`src/rtl/codec_link_pkg.sv`:
```
`timescale 1ns/1ps
// Shared constants for the codec link data path: frame geometry, channel
// numbering and per-channel slot placement. Assumes channels are packed
// from the frame MSB downward, one sample width per channel.
package codec_link_pkg;
    localparam int FRAME_W    = 64;
    localparam int SAMPLE_W   = 16;
    localparam int NUM_CH     = 2;
    localparam int FIFO_DEPTH = 8;
    localparam int BUS_W      = 32;
    localparam int CH_TEL     = 0;
    localparam int CH_AUD     = 1;
    localparam int AUD_PAD    = 4;

    // Most significant frame bit of the slot owned by a channel.
    function automatic int slot_msb(input int ch, input int frame_w, input int sample_w);
        return frame_w - 1 - ch * sample_w;
    endfunction

    // Number of low sample bits forced to zero on the receive side.
    function automatic int rx_zero_lsbs(input int ch);
        return (ch == CH_AUD) ? AUD_PAD : 0;
    endfunction
endpackage

```
`src/rtl/bubble_fifo.sv`:
```
`timescale 1ns/1ps
// Fall-through shift-register queue. A value enters the top slot and moves
// down one slot per cycle while the slot beneath it is free; a pop clears the
// bottom slot and lets every occupied slot above move down in the same cycle.
// Assumes pop is only honoured when the bottom slot is occupied.
module bubble_fifo #(
    parameter int WIDTH = 16,
    parameter int DEPTH = 8
) (
    input  logic             clk,
    input  logic             rst_n,
    input  logic             push,
    input  logic [WIDTH-1:0] push_data,
    output logic             push_ok,
    input  logic             pop,
    output logic [WIDTH-1:0] head_data,
    output logic             head_valid,
    output logic             empty,
    output logic             full
);
    localparam int TOP = DEPTH - 1;

    logic [DEPTH-1:0] slot_valid;
    logic [WIDTH-1:0] slot_data [DEPTH];
    logic [DEPTH-1:0] moves;   // slot i hands its entry down (or out) this cycle
    logic [DEPTH-1:0] frees;   // slot i can accept an entry this cycle

    // Ripple the free/move chain from the bottom slot upward.
    always_comb begin
        moves[0] = pop & slot_valid[0];
        frees[0] = ~slot_valid[0] | moves[0];
        for (int i = 1; i < DEPTH; i++) begin
            moves[i] = slot_valid[i] & frees[i-1];
            frees[i] = ~slot_valid[i] | moves[i];
        end
    end

    assign push_ok    = push & frees[TOP];
    assign head_data  = slot_data[0];
    assign head_valid = slot_valid[0];
    assign empty      = ~|slot_valid;
    assign full       = &slot_valid;

    for (genvar g = 0; g < DEPTH; g++) begin : g_slot
        logic             fill;
        logic [WIDTH-1:0] fill_data;
        if (g == TOP) begin : g_top
            assign fill      = push_ok;
            assign fill_data = push_data;
        end else begin : g_mid
            assign fill      = moves[g+1];
            assign fill_data = slot_data[g+1];
        end

        // Update one slot: take an entry from above, keep, or vacate.
        always_ff @(posedge clk) begin
            if (!rst_n) begin
                slot_valid[g] <= 1'b0;
                slot_data[g]  <= '0;
            end else begin
                slot_valid[g] <= fill | (slot_valid[g] & ~moves[g]);
                if (fill) begin
                    slot_data[g] <= fill_data;
                end
            end
        end
    end
endmodule

```
`src/rtl/frame_tx.sv`:
```
`timescale 1ns/1ps
// Transmit frame shifter. On load it captures a whole frame and then drives
// it MSB first for FRAME_W cycles; the line is held low when idle.
// Assumes load is a single-cycle pulse; a load during a frame restarts it.
module frame_tx #(
    parameter int FRAME_W = 64
) (
    input  logic               clk,
    input  logic               rst_n,
    input  logic               load,
    input  logic [FRAME_W-1:0] load_word,
    output logic               sdout,
    output logic               active
);
    localparam int CNT_W = $clog2(FRAME_W);
    localparam logic [CNT_W-1:0] LAST = CNT_W'(FRAME_W - 1);

    logic [FRAME_W-1:0] shreg;
    logic [CNT_W-1:0]   bit_cnt;

    // Load, shift and end-of-frame control.
    always_ff @(posedge clk) begin
        if (!rst_n) begin
            shreg   <= '0;
            bit_cnt <= '0;
            active  <= 1'b0;
        end else if (load) begin
            shreg   <= load_word;
            bit_cnt <= '0;
            active  <= 1'b1;
        end else if (active) begin
            if (bit_cnt == LAST) begin
                active <= 1'b0;
            end else begin
                shreg   <= shreg << 1;
                bit_cnt <= bit_cnt + 1'b1;
            end
        end
    end

    assign sdout = active & shreg[FRAME_W-1];
endmodule

```
`src/rtl/frame_rx.sv`:
```
`timescale 1ns/1ps
// Receive frame shifter. The line is sampled on the falling edge; that bit is
// shifted in on the following rising edge for FRAME_W cycles after start.
// On the last bit a one-cycle push strobe presents the assembled frame.
// Assumes start marks the same edge the transmit side loads on.
module frame_rx #(
    parameter int FRAME_W = 64
) (
    input  logic               clk,
    input  logic               rst_n,
    input  logic               start,
    input  logic               sdin,
    output logic               push,
    output logic [FRAME_W-1:0] rx_word
);
    localparam int CNT_W = $clog2(FRAME_W);
    localparam logic [CNT_W-1:0] LAST = CNT_W'(FRAME_W - 1);

    logic               line_bit;
    logic [FRAME_W-2:0] shreg;
    logic [CNT_W-1:0]   bit_cnt;
    logic               active;

    // Capture the line half a cycle after the transmit edge.
    always_ff @(negedge clk) begin
        if (!rst_n) begin
            line_bit <= 1'b0;
        end else begin
            line_bit <= sdin;
        end
    end

    // Shift captured bits in and count the frame.
    always_ff @(posedge clk) begin
        if (!rst_n) begin
            shreg   <= '0;
            bit_cnt <= '0;
            active  <= 1'b0;
        end else if (start) begin
            bit_cnt <= '0;
            active  <= 1'b1;
        end else if (active) begin
            shreg   <= {shreg[FRAME_W-3:0], line_bit};
            bit_cnt <= bit_cnt + 1'b1;
            if (bit_cnt == LAST) begin
                active <= 1'b0;
            end
        end
    end

    assign push    = active & (bit_cnt == LAST);
    assign rx_word = {shreg, line_bit};
endmodule

```
`src/rtl/codec_link_datapath.sv`:
```
`timescale 1ns/1ps
// Codec link sample data path: per-channel transmit and receive fall-through
// queues behind bus data registers, a frame shifter that loads fixed slots at
// frame sync, and a receive shifter that unloads them at frame end.
// Assumes frame_sync pulses are at least FRAME_W cycles apart.
module codec_link_datapath
    import codec_link_pkg::*;
#(
    parameter int NCH    = NUM_CH,
    parameter int SMP_W  = SAMPLE_W,
    parameter int FRM_W  = FRAME_W,
    parameter int DEPTH  = FIFO_DEPTH,
    parameter int DATA_W = BUS_W
) (
    input  logic              clk,
    input  logic              rst_n,
    input  logic              bus_sel,
    input  logic              bus_wr,
    input  logic [DATA_W-1:0] bus_wdata,
    input  logic              bus_rd,
    output logic [DATA_W-1:0] bus_rdata,
    input  logic              frame_sync,
    input  logic              sdin,
    output logic              sdout,
    output logic [NCH-1:0]    tx_empty,
    output logic [NCH-1:0]    tx_full,
    output logic [NCH-1:0]    rx_empty,
    output logic [NCH-1:0]    rx_full,
    output logic [NCH-1:0]    tx_underrun,
    output logic [NCH-1:0]    rx_overrun
);
    localparam int PAD_W = FRM_W - NCH * SMP_W;

    logic [FRM_W-1:0] frame_word;
    logic [FRM_W-1:0] rx_word;
    logic             rx_push;
    logic             tx_active;
    logic [NCH-1:0]   tx_pop_vec;
    logic [NCH-1:0]   rx_pop_vec;
    logic [NCH-1:0]   rx_push_ok;
    logic [NCH-1:0]   underrun_set;
    logic [NCH-1:0]   overrun_set;
    logic [SMP_W-1:0] rx_head [NCH];
    logic [NCH-1:0]   rx_head_valid;
    logic             unused_bits;

    assign unused_bits = ^{bus_wdata[DATA_W-1:SMP_W], rx_word[PAD_W-1:0]};
    assign frame_word[PAD_W-1:0] = '0;

    for (genvar ch = 0; ch < NCH; ch++) begin : g_ch
        localparam int MSB = slot_msb(ch, FRM_W, SMP_W);
        localparam logic [SMP_W-1:0] KEEP = {SMP_W{1'b1}} << rx_zero_lsbs(ch);

        logic             sel_me;
        logic             tx_push_ok;
        logic [SMP_W-1:0] tx_head;
        logic             tx_head_valid;

        assign sel_me = (bus_sel == 1'(ch));

        bubble_fifo #(.WIDTH(SMP_W), .DEPTH(DEPTH)) tx_q (
            .clk       (clk),
            .rst_n     (rst_n),
            .push      (bus_wr & sel_me),
            .push_data (bus_wdata[SMP_W-1:0]),
            .push_ok   (tx_push_ok),
            .pop       (tx_pop_vec[ch]),
            .head_data (tx_head),
            .head_valid(tx_head_valid),
            .empty     (tx_empty[ch]),
            .full      (tx_full[ch])
        );

        bubble_fifo #(.WIDTH(SMP_W), .DEPTH(DEPTH)) rx_q (
            .clk       (clk),
            .rst_n     (rst_n),
            .push      (rx_push),
            .push_data (rx_word[MSB -: SMP_W] & KEEP),
            .push_ok   (rx_push_ok[ch]),
            .pop       (rx_pop_vec[ch]),
            .head_data (rx_head[ch]),
            .head_valid(rx_head_valid[ch]),
            .empty     (rx_empty[ch]),
            .full      (rx_full[ch])
        );

        assign tx_pop_vec[ch]   = frame_sync & tx_head_valid;
        assign underrun_set[ch] = frame_sync & ~tx_head_valid;
        assign rx_pop_vec[ch]   = bus_rd & sel_me & rx_head_valid[ch];
        assign overrun_set[ch]  = rx_push & ~rx_push_ok[ch];
        assign frame_word[MSB -: SMP_W] = tx_head_valid ? tx_head : '0;

        logic unused_wr_ok;
        assign unused_wr_ok = tx_push_ok;
    end

    frame_tx #(.FRAME_W(FRM_W)) tx_i (
        .clk      (clk),
        .rst_n    (rst_n),
        .load     (frame_sync),
        .load_word(frame_word),
        .sdout    (sdout),
        .active   (tx_active)
    );

    frame_rx #(.FRAME_W(FRM_W)) rx_i (
        .clk    (clk),
        .rst_n  (rst_n),
        .start  (frame_sync),
        .sdin   (sdin),
        .push   (rx_push),
        .rx_word(rx_word)
    );

    // Keep the error flags set once raised until reset.
    always_ff @(posedge clk) begin
        if (!rst_n) begin
            tx_underrun <= '0;
            rx_overrun  <= '0;
        end else begin
            tx_underrun <= tx_underrun | underrun_set;
            rx_overrun  <= rx_overrun | overrun_set;
        end
    end

    // Present the selected receive head, zero when its bottom slot is empty.
    always_comb begin
        logic [SMP_W-1:0] pick;
        pick = '0;
        for (int ch = 0; ch < NCH; ch++) begin
            if (bus_sel == 1'(ch) && rx_head_valid[ch]) begin
                pick = rx_head[ch];
            end
        end
        bus_rdata = {{(DATA_W - SMP_W){1'b0}}, pick};
    end
endmodule

```
`config.mk`:
```
export PLATFORM = sky130hd
export DESIGN_NAME = codec_link_datapath
export DESIGN_NICKNAME = d
export VERILOG_FILES = /design/src/rtl/codec_link_pkg.sv /design/src/rtl/bubble_fifo.sv /design/src/rtl/frame_tx.sv /design/src/rtl/frame_rx.sv /design/src/rtl/codec_link_datapath.sv
export SDC_FILE = /design/constraint.sdc
export NUM_CORES = 1
export LEC_CHECK = 0
export BUFFER_PORTS_ARGS = -buffer_cell sky130_fd_sc_hd__buf_2
export CAP_MARGIN = 5
export CORE_ASPECT_RATIO = 0.7
export CORE_UTILIZATION = 25
export CTS_BUF_LIST = sky130_fd_sc_hd__clkbuf_4 sky130_fd_sc_hd__clkbuf_8
export CTS_CLUSTER_SIZE = 30
export DETAILED_ROUTE_END_ITERATION = 7
export PLACE_DENSITY = 0.38
export SLEW_MARGIN = 20
export SYNTH_ARGS = -nofsm -noshare
export SYNTH_HDL_FRONTEND = slang
export SYNTH_SLANG_ARGS = --single-unit
```
`constraint.sdc`:
```
create_clock -name clk -period 2.78 [get_ports clk]
set_input_delay 0.278 -clock clk [delete_from_list [all_inputs] [get_ports clk]]
set_output_delay 0.278 -clock clk [all_outputs]
set_load 0.02 [all_outputs]
```
Word level (Yosys, flattened, before mapping). Memories as Yosys holds them, arrays and structs flattened. Cells that the tools add are included.

Add/sub/neg operators: 2. $mul: 0. Div/mod/pow operators: 0. $lt $le $gt $ge: 0. Equality and inequality tests: 3. Shifts and indexed selects: 0. Multiplexer cells: 142. Bitwise gates (word level): 250. Reduce and logical (&&, ||, !) cells: 19.

Operator list (number): $mux 16 (36); $mux 64 (3); $mux 1 (103); $or 1x1->1 (96); $and 1x1->1 (82); $not 1->1 (70); $reduce_and 8->1 (4); $reduce_or 8->1 (4); $add 6x1->6 const B (2); $eq 6x6->1 const B (2); $reduce_and 2->1 (3); $logic_not 1->1 (4); $or 2x2->2 (2); $logic_and 1x1->1 (2); $ne 2x2->1 const B (1); $reduce_bool 2->1 (1); $reduce_or 2->1 (1).

Register bits: 146. Latch bits: 0. Memory bits (writable): 512. ROM bits: 0. Output and inout port bits: 45. Logic and storage cells: 461. Memories kept: 4.

Memory list: g_ch[0].rx_q.slot_data (depth 8, bits a word 16, read ports 8, clocked after Yosys merged registers in 0, wr ports 8, RTL line bubble_fifo.sv:24) `logic [WIDTH-1:0] slot_data [DEPTH];`; g_ch[0].tx_q.slot_data (depth 8, bits a word 16, read ports 8, clocked after Yosys merged registers in 0, wr ports 8, RTL line bubble_fifo.sv:24); g_ch[1].rx_q.slot_data (depth 8, bits a word 16, read ports 8, clocked after Yosys merged registers in 0, wr ports 8, RTL line bubble_fifo.sv:24); g_ch[1].tx_q.slot_data (depth 8, bits a word 16, read ports 8, clocked after Yosys merged registers in 0, wr ports 8, RTL line bubble_fifo.sv:24).

Logic depth before layout (Yosys ltp). Gate-level depths: netlist of the first run.

Depth after elaboration: 24. Mapped depth: 7. Mapped depth without buffers: 5.

Hierarchy. From an unflattened synthesis of the first run, not the netlist that was laid out.

Cells, all modules: 2126. Area, all modules: 28479.8 µm².

By module, submodules not included: bubble_fifo (instances 4, cells each 329, area each 5247.5 µm², sequential area each 4003.8 µm²); frame_tx (instances 1, cells each 406, area each 3631.0 µm², sequential area each 1421.4 µm²); frame_rx (instances 1, cells each 313, area each 3148.0 µm², sequential area each 1421.4 µm²); codec_link_datapath (instances 1, cells each 91, area each 710.7 µm², sequential area each 80.1 µm²).

==> flow_summary.yaml, run 1 <==
outcome:
  status: "completed"
synth:
  synth.area.mux_share: 0.0008267
  synthAdderAreaFrac: 0.001033
  synth_cells: 1868
  yosysSeqAreaShare: 0.7159
  postSynthAreaPerCell_um2: 12.96
  synth_cell_types: 49
  synth_seq_cells: 626
  synth_compound_area_frac: 0.05477
  synth-warning-count: 0
  syn-cell-area_um2: 24220
  synth-xor-area-share: 0.002170
  synthSimpleGateAreaFrac: 0.1979
  synth_top_family_by_area: "simple AND/OR/NAND/NOR gates"
  async_flop_share: 0
  dominantRegCellSynth: "edfxtp_1"
  synth_edf_count: 480
cts:
  cts_made_buffers: 104
  cts_setup_buffers: 0
  root_buffer: "clkbuf_8"
  clkTransAtPathRegs_ns: 0.07
  cts_num_sinks: 626
  cts_tree: "built"
  htree_levels: 3
  clock_path_buffers: 3
  clock_latency_ns: 0.69
timing:
  worst_hold_slack_ns: 0.1258
  rsz0062_at_grt: "no"
  report.final.slew_viol_count: 0
  skew_ns: 0.03573
  finalCritPeriodShare: 0.9018
  layout_min_cycle_time_ns: 2.507
  hold_viol_final: 0
  setup_viol: 0
  slew_headroom: 0.3702
  finalSetupTns_ns: 0
  fmax_mhz: 398.9
  tightest_slew_ns: 0.9374
cells_and_area:
  mostFrequentLayoutCell: "edfxtp_1"
  finalNetCount: 2021
  mostFrequentLayoutCells: "edfxtp_1, and2_1, nand2_1, dfxtp_1, clkbuf_8"
  drive_gt1_frac: 0.1500
  area_growth_pct: 17.02
global_routing:
  grt.total_usage: 0.09220
  grt_pass1_wl_um: 73020
  grt_pass1_vias: 13260
  grt_max_degree: 65
  grt_antenna_before_repair: 4
  grt_overflow: 0
detailed_routing:
  drt_pre_antenna_iters: 4
  wirelength_um: 44760
  num_vias: 12950
  first_iter_violations: 699
  wl_per_cell_um: 13.45
  drc: 0
  avgViaCountPerCell: 3.891
  ant_nets: 0
pwr:
  p_leak_nw: 10.36
  p_total_mw: 19.51
  vdd_ir_drop_max_mv: 0.3098
  p_per_area_nw_per_um2: 688.5
setup_path:
  critPathSlowestCell: "or4_1"
  endpoint_kind: "output pin"
  crit_chain: "or4_1 > nor2_2 > buf_2"
  arrival_ns: 2.23
  cp-start-kind: "register"
  critical_path_class: "reg2out"
  crit_fanout: 9
  required_ns: 2.50
  crit_path_max_incr_delay_ns: 0.60
flow_run:
  max-cap-violations: 0
floorplanning:
  rows: 95
  num_io_pins: 84
  die_w_um: 374
  die-area_um2: 98140
  die_h_um: 262.4
  core-area_um2: 95920
  start_util: 0.2525
placed_design:
  io_buffers: 51
  gp_congestion: 0.7053
  dp_hpwl_um: 29900
hold_path:
  hp-class: "in2reg"
-- cell usage after synthesis (2+ instances only) --
library cell,instances,area share
edfxtp_1,480,0.60
and2_1,461,0.12
nand2_1,223,0.035
dfxtp_1,146,0.12
nor2_1,89,0.014
clkbuf_1,84,0.013
a21oi_1,82,0.017
o21ai_0,51,0.011
nor2b_1,34,0.0088
o221a_2,31,0.014
buf_4,25,0.0077
inv_1,23,0.0036
nor3_1,17,0.0035
nand3_1,16,0.0033
and3_1,15,0.0039
a22o_1,12,0.0043
o21a_1,9,0.0028
nand4_1,7,0.0018
or4_1,7,0.0022
buf_2,6,0.0012
nand2b_1,5,0.0013
or3_1,3,0.00078
xnor2_1,3,0.0011
xor2_1,3,0.0011
a211oi_1,2,0.00062
a211oi_2,2,0.0010
a311oi_1,2,0.00072
and2_0,2,0.00052
and4b_1,2,0.00083
buf_6,2,0.00093
clkbuf_2,2,0.00041
ha_1,2,0.0010
mux2i_1,2,0.00083
nand4b_1,2,0.00072
nor4_1,2,0.00052
-- path summary, 6_finish.rpt --
path	startpoint	end	slack (ns)	depth (start not counted)
max reg2reg	g_ch[0].tx_q.head_valid	g_ch[0].tx_q.slot_data[1][58]	0.61	5
min reg2reg	rx_i.shreg[31]	rx_i.shreg[32]	0.45	2
min	bus_sel	g_ch[1].rx_q.head_valid	0.13	4
max	g_ch[0].tx_q.slot_valid[5]	tx_empty[0]	0.27	3
-- stage by stage --
| stage | setup WS (ns) | area (um^2) | std cells | utilization |
|---|---|---|---|---|
| detailed placement | 0.4804 | 25930 | 3117 | 0.2704 |
| finish | 0.2730 | 28340 | 3329 | 0.2954 |
| floorplan | 0.08788 | 24270 | 1883 | - |
| global placement | 0.4012 | 25930 | 3117 | 0.2703 |
| global route | 0.06121 | 28340 | 3329 | 0.2954 |
| CTS | 0.01484 | 28320 | 3328 | 0.2952 |
-- report_power, final --
group | switching, mW | internal [mW] | total (mW)
Clock | 3.63 | 4.89 | 8.53
Combinational | 0.373 | 0.158 | 0.531
Sequential | 0.0993 | 10.4 | 10.5
-- routing by layer --
metal	up-vias	track usage	wire (um)
met4	0	0.03859	1241
li1	6654	-	-
met3	97	0.02120	1783
met2	174	0.1274	17830
met5	-	0	0
met1	6028	0.1366	23910
-- state kept, by name, summed over array words and instances (netlist names) --
register / count
tx_i.shreg: 32
g_ch.tx_q.slot_valid: 14
g_ch.rx_q.head_valid: 2
g_ch.rx_q.slot_data: 224
rx_i.line_bit: 1
rx_overrun: 2
g_ch.tx_q.head_valid: 2
rx_i.shreg: 63
rx_i.active: 1
tx_underrun: 2
g_ch.rx_q.slot_valid: 14
tx_i.bit_cnt: 6
g_ch.tx_q.slot_data: 256
tx_i.active: 1
rx_i.bit_cnt: 6
-- worst max-delay path: cells and delay by family (launching register included) --
| family | cells | cell delay [ns] |
|---|---|---|
| AND/OR/NAND/NOR | 2 | 0.89 |
| flip-flops | 1 | 0.40 |
| buffers and inverters | 1 | 0.24 |
-- logic make-up (layout without fill, tap and decap cells) --
logic type / count (synthesis) / count (layout)
DFF: 626 / 626
other: 1 / 17
adders and majority gates: 2 / 2
xor gates and xnor gates: 6 / 6
AOI/OAI and AO/OA: 196 / 196
and+or+nand+nor: 891 / 891
muxes: 2 / 2
buffers and inverters: 144 / 328
-- timing repair --
item | in CTS | in global routing
hold buffers | 18 | 0
resized for setup | 0 | 1
setup endpoints to repair | 0 | 1
hold endpoints to repair | 36 | 0
-- final cells by class --
| cell class | instances | area, um^2 |
|---|---|---|
| Antenna cell | 1 | 2.502 |
| Clock buffer | 142 | 1742 |
| Clock inverter | 52 | 464.2 |
| Fill cell | 9645 | 67580 |
| Inverter | 23 | 88.84 |
| Multi-Input combinational cell | 1113 | 6324 |
| Sequential cell | 626 | 17340 |
| Tap cell | 1261 | 1578 |
| Timing Repair Buffer | 111 | 803.3 |
Note: power is estimated with default switching activity, not from simulation.
==> run 2: changes to the inputs <==
clock period = 2.3 ns   (was 2.78 ns; I/O delays follow)
==> flow_summary.yaml, run 2 (same netlist as run 1, synthesis figures left out) <==
global_routing:
  grt_max_degree: 68
  grt.total_usage: 0.09212
  grt_antenna_before_repair: 5
  grt_pass1_wl_um: 72890
  grt_overflow: 0
  grt_pass1_vias: 13390
floorplanning:
  num_io_pins: 84
  die_w_um: 374
  rows: 95
  core-area_um2: 95920
  die-area_um2: 98140
  die_h_um: 262.4
  start_util: 0.2525
detailed_routing:
  ant_nets: 0
  num_vias: 13170
  first_iter_violations: 676
  wirelength_um: 45260
  drt_pre_antenna_iters: 5
  wl_per_cell_um: 13.48
  avgViaCountPerCell: 3.924
  drc: 0
timing:
  hold_viol_final: 0
  finalCritPeriodShare: 0.9434
  fmax_mhz: 460.9
  tightest_slew_ns: 0.9516
  skew_ns: 0.03068
  slew_headroom: 0.3617
  setup_viol: 0
  layout_min_cycle_time_ns: 2.170
  report.final.slew_viol_count: 0
pwr:
  p_per_area_nw_per_um2: 838.6
  p_comb_frac: 0.028
  sw_frac_of_total: 0.2088
  vdd_ir_drop_max_mv: 0.3847
  p_leak_nw: 10.56
  p_seq_frac: 0.525
  p_sw_mw: 5.020
  pwr-share-clk: 0.447
  p_total_mw: 24.04
  p_int_mw: 19.02
cts:
  clock_latency_ns: 0.71
  cts_num_sinks: 626
  clkTransAtPathRegs_ns: 0.06
  root_buffer: "clkbuf_8"
  htree_levels: 3
  clock_path_buffers: 3
  cts_made_buffers: 109
  cts_tree: "built"
cells_and_area:
  mostFrequentLayoutCells: "edfxtp_1, and2_1, nand2_1, dfxtp_1, clkbuf_8"
  area_growth_pct: 18.39
  top_regs: "g_ch.tx_q.slot_data (256), g_ch.rx_q.slot_data (224), rx_i.shreg (63)"
  regMostFlops: "g_ch.tx_q.slot_data"
  largest_register_ffs: 256
  drive_gt1_frac: 0.1682
  finalNetCount: 2039
  fill_cells: 9661
  fin_util: 0.2989
  mostFrequentLayoutCell: "edfxtp_1"
placed_design:
  gp_congestion: 0.7029
  dp_hpwl_um: 29930
  io_buffers: 51
hold_path:
  min_path_cells: 5
  hp-class: "in2reg"
  hp-start: "bus_sel"
outcome:
  status: "completed"
setup_path:
  crit_chain: "or4_4 > nor2_4 > buf_6"
  path_depth: 3
  arrival_ns: 1.94
  critical_path_class: "reg2out"
  ff2ff_path_depth: 5
  reg2reg_from: "g_ch[1].tx_q.head_valid"
  required_ns: 2.07
  crit_fanout: 8
  cp-start-kind: "register"
  crit_path_start: "g_ch[1].tx_q.head_valid"
  critical_path_buf_inv_count: 1
  critPathSlowestCell: "or4_4"
  cpLargestDelayFamily: "simple AND/OR/NAND/NOR gates"
  endpoint_kind: "output pin"
  crit_path_max_incr_delay_ns: 0.58
flow_run:
  max-cap-violations: 0
## run 2: cell types whose count changed in the layout (fill, tap and decap cells not counted), moves of 6 or more
cell,change
clkbuf_8,+11
buf_4,+10
clkinv_1,-7
bufinv_8,+6
clkbuf_4,+6
## run 2: path summary, 6_finish.rpt
kind	to	slack [ns]
setup reg to reg	g_ch[1].tx_q.slot_data[1][54]	0.19
hold / removal	g_ch[1].tx_q.slot_valid[7]	0.09
setup / recovery	tx_empty[1]	0.13
hold reg to reg	rx_i.shreg[24]	0.44
## run 2: cell type report
type | instances | area [um^2] | share of cell area
timing repair buffer | 124 | 930.9 | 0.03247
inverter | 23 | 88.84 | 0.003098
tap | 1261 | 1578 | 0.05503
antenna | 3 | 7.507 | 0.0002618
clock inverter | 48 | 425.4 | 0.01484
sequential | 626 | 17340 | 0.6048
multi-input combinational | 1113 | 6361 | 0.2219
clock buffer | 159 | 1938 | 0.06760
## run 2: repair_timing
action / in CTS / in global routing
pin swaps: 1 / 3
gates cloned: 0 / 0
setup buffers: 0 / 1
hold buffers: 20 / 0
endpoints found under the setup margin: 9 / 5
gates resized for setup: 14 / 7
hold endpoints to repair: 43 / 0
## run 2: routing by layer
| layer | vias to the layer above | global-route usage | part of all wire | wire length [um] |
|---|---|---|---|---|
| met4 | 2 | 0.03415 | 0.027 | 1226 |
| li1 | 6696 | - | - | - |
| met3 | 105 | 0.02421 | 0.040 | 1806 |
| met2 | 186 | 0.1274 | 0.40 | 18130 |
| met1 | 6185 | 0.1360 | 0.53 | 24080 |
| met5 | - | 0 | 0.00031 | 14 |
## run 2: per-stage QoR
stage / std cells / hold WS (ns) / instance area (um^2) / setup WS, ns / TNS, ns
2_1_floorplan: 1883 / 0.4317 / 24270 / 0.04200 / 0
3_3_place_gp: 3128 / 0.4413 / 26020 / 0.1462 / 0
3_5_place_dp: 3128 / 0.4440 / 26030 / 0.1045 / 0
4_1_cts: 3353 / 0.009446 / 28630 / -0.03131 / -0.03131
5_1_grt: 3357 / 0.03438 / 28670 / -0.008467 / -0.01393
6_report: 3357 / 0.08824 / 28670 / 0.1302 / 0
## run 2: tightest hold or removal path: stages
cell     delay, ns
buf_2         0.08
buf_4         0.18
nand2_1       0.09
o21ai_0       0.07
and2_1        0.11
## run 2: power groups by stage
| stage | Clock (mW) | Combinational [mW] | Sequential, mW |
|---|---|---|---|
| detailed placement | 0.00544 | 0.656 | 12.9 |
| floorplan | 0.00544 | 0.443 | 12.8 |
| CTS | 11.2 | 0.690 | 12.6 |
| global route | 11.7 | 0.751 | 12.7 |
| finish | 10.7 | 0.668 | 12.6 |
| global placement | 0.00544 | 0.645 | 12.9 |
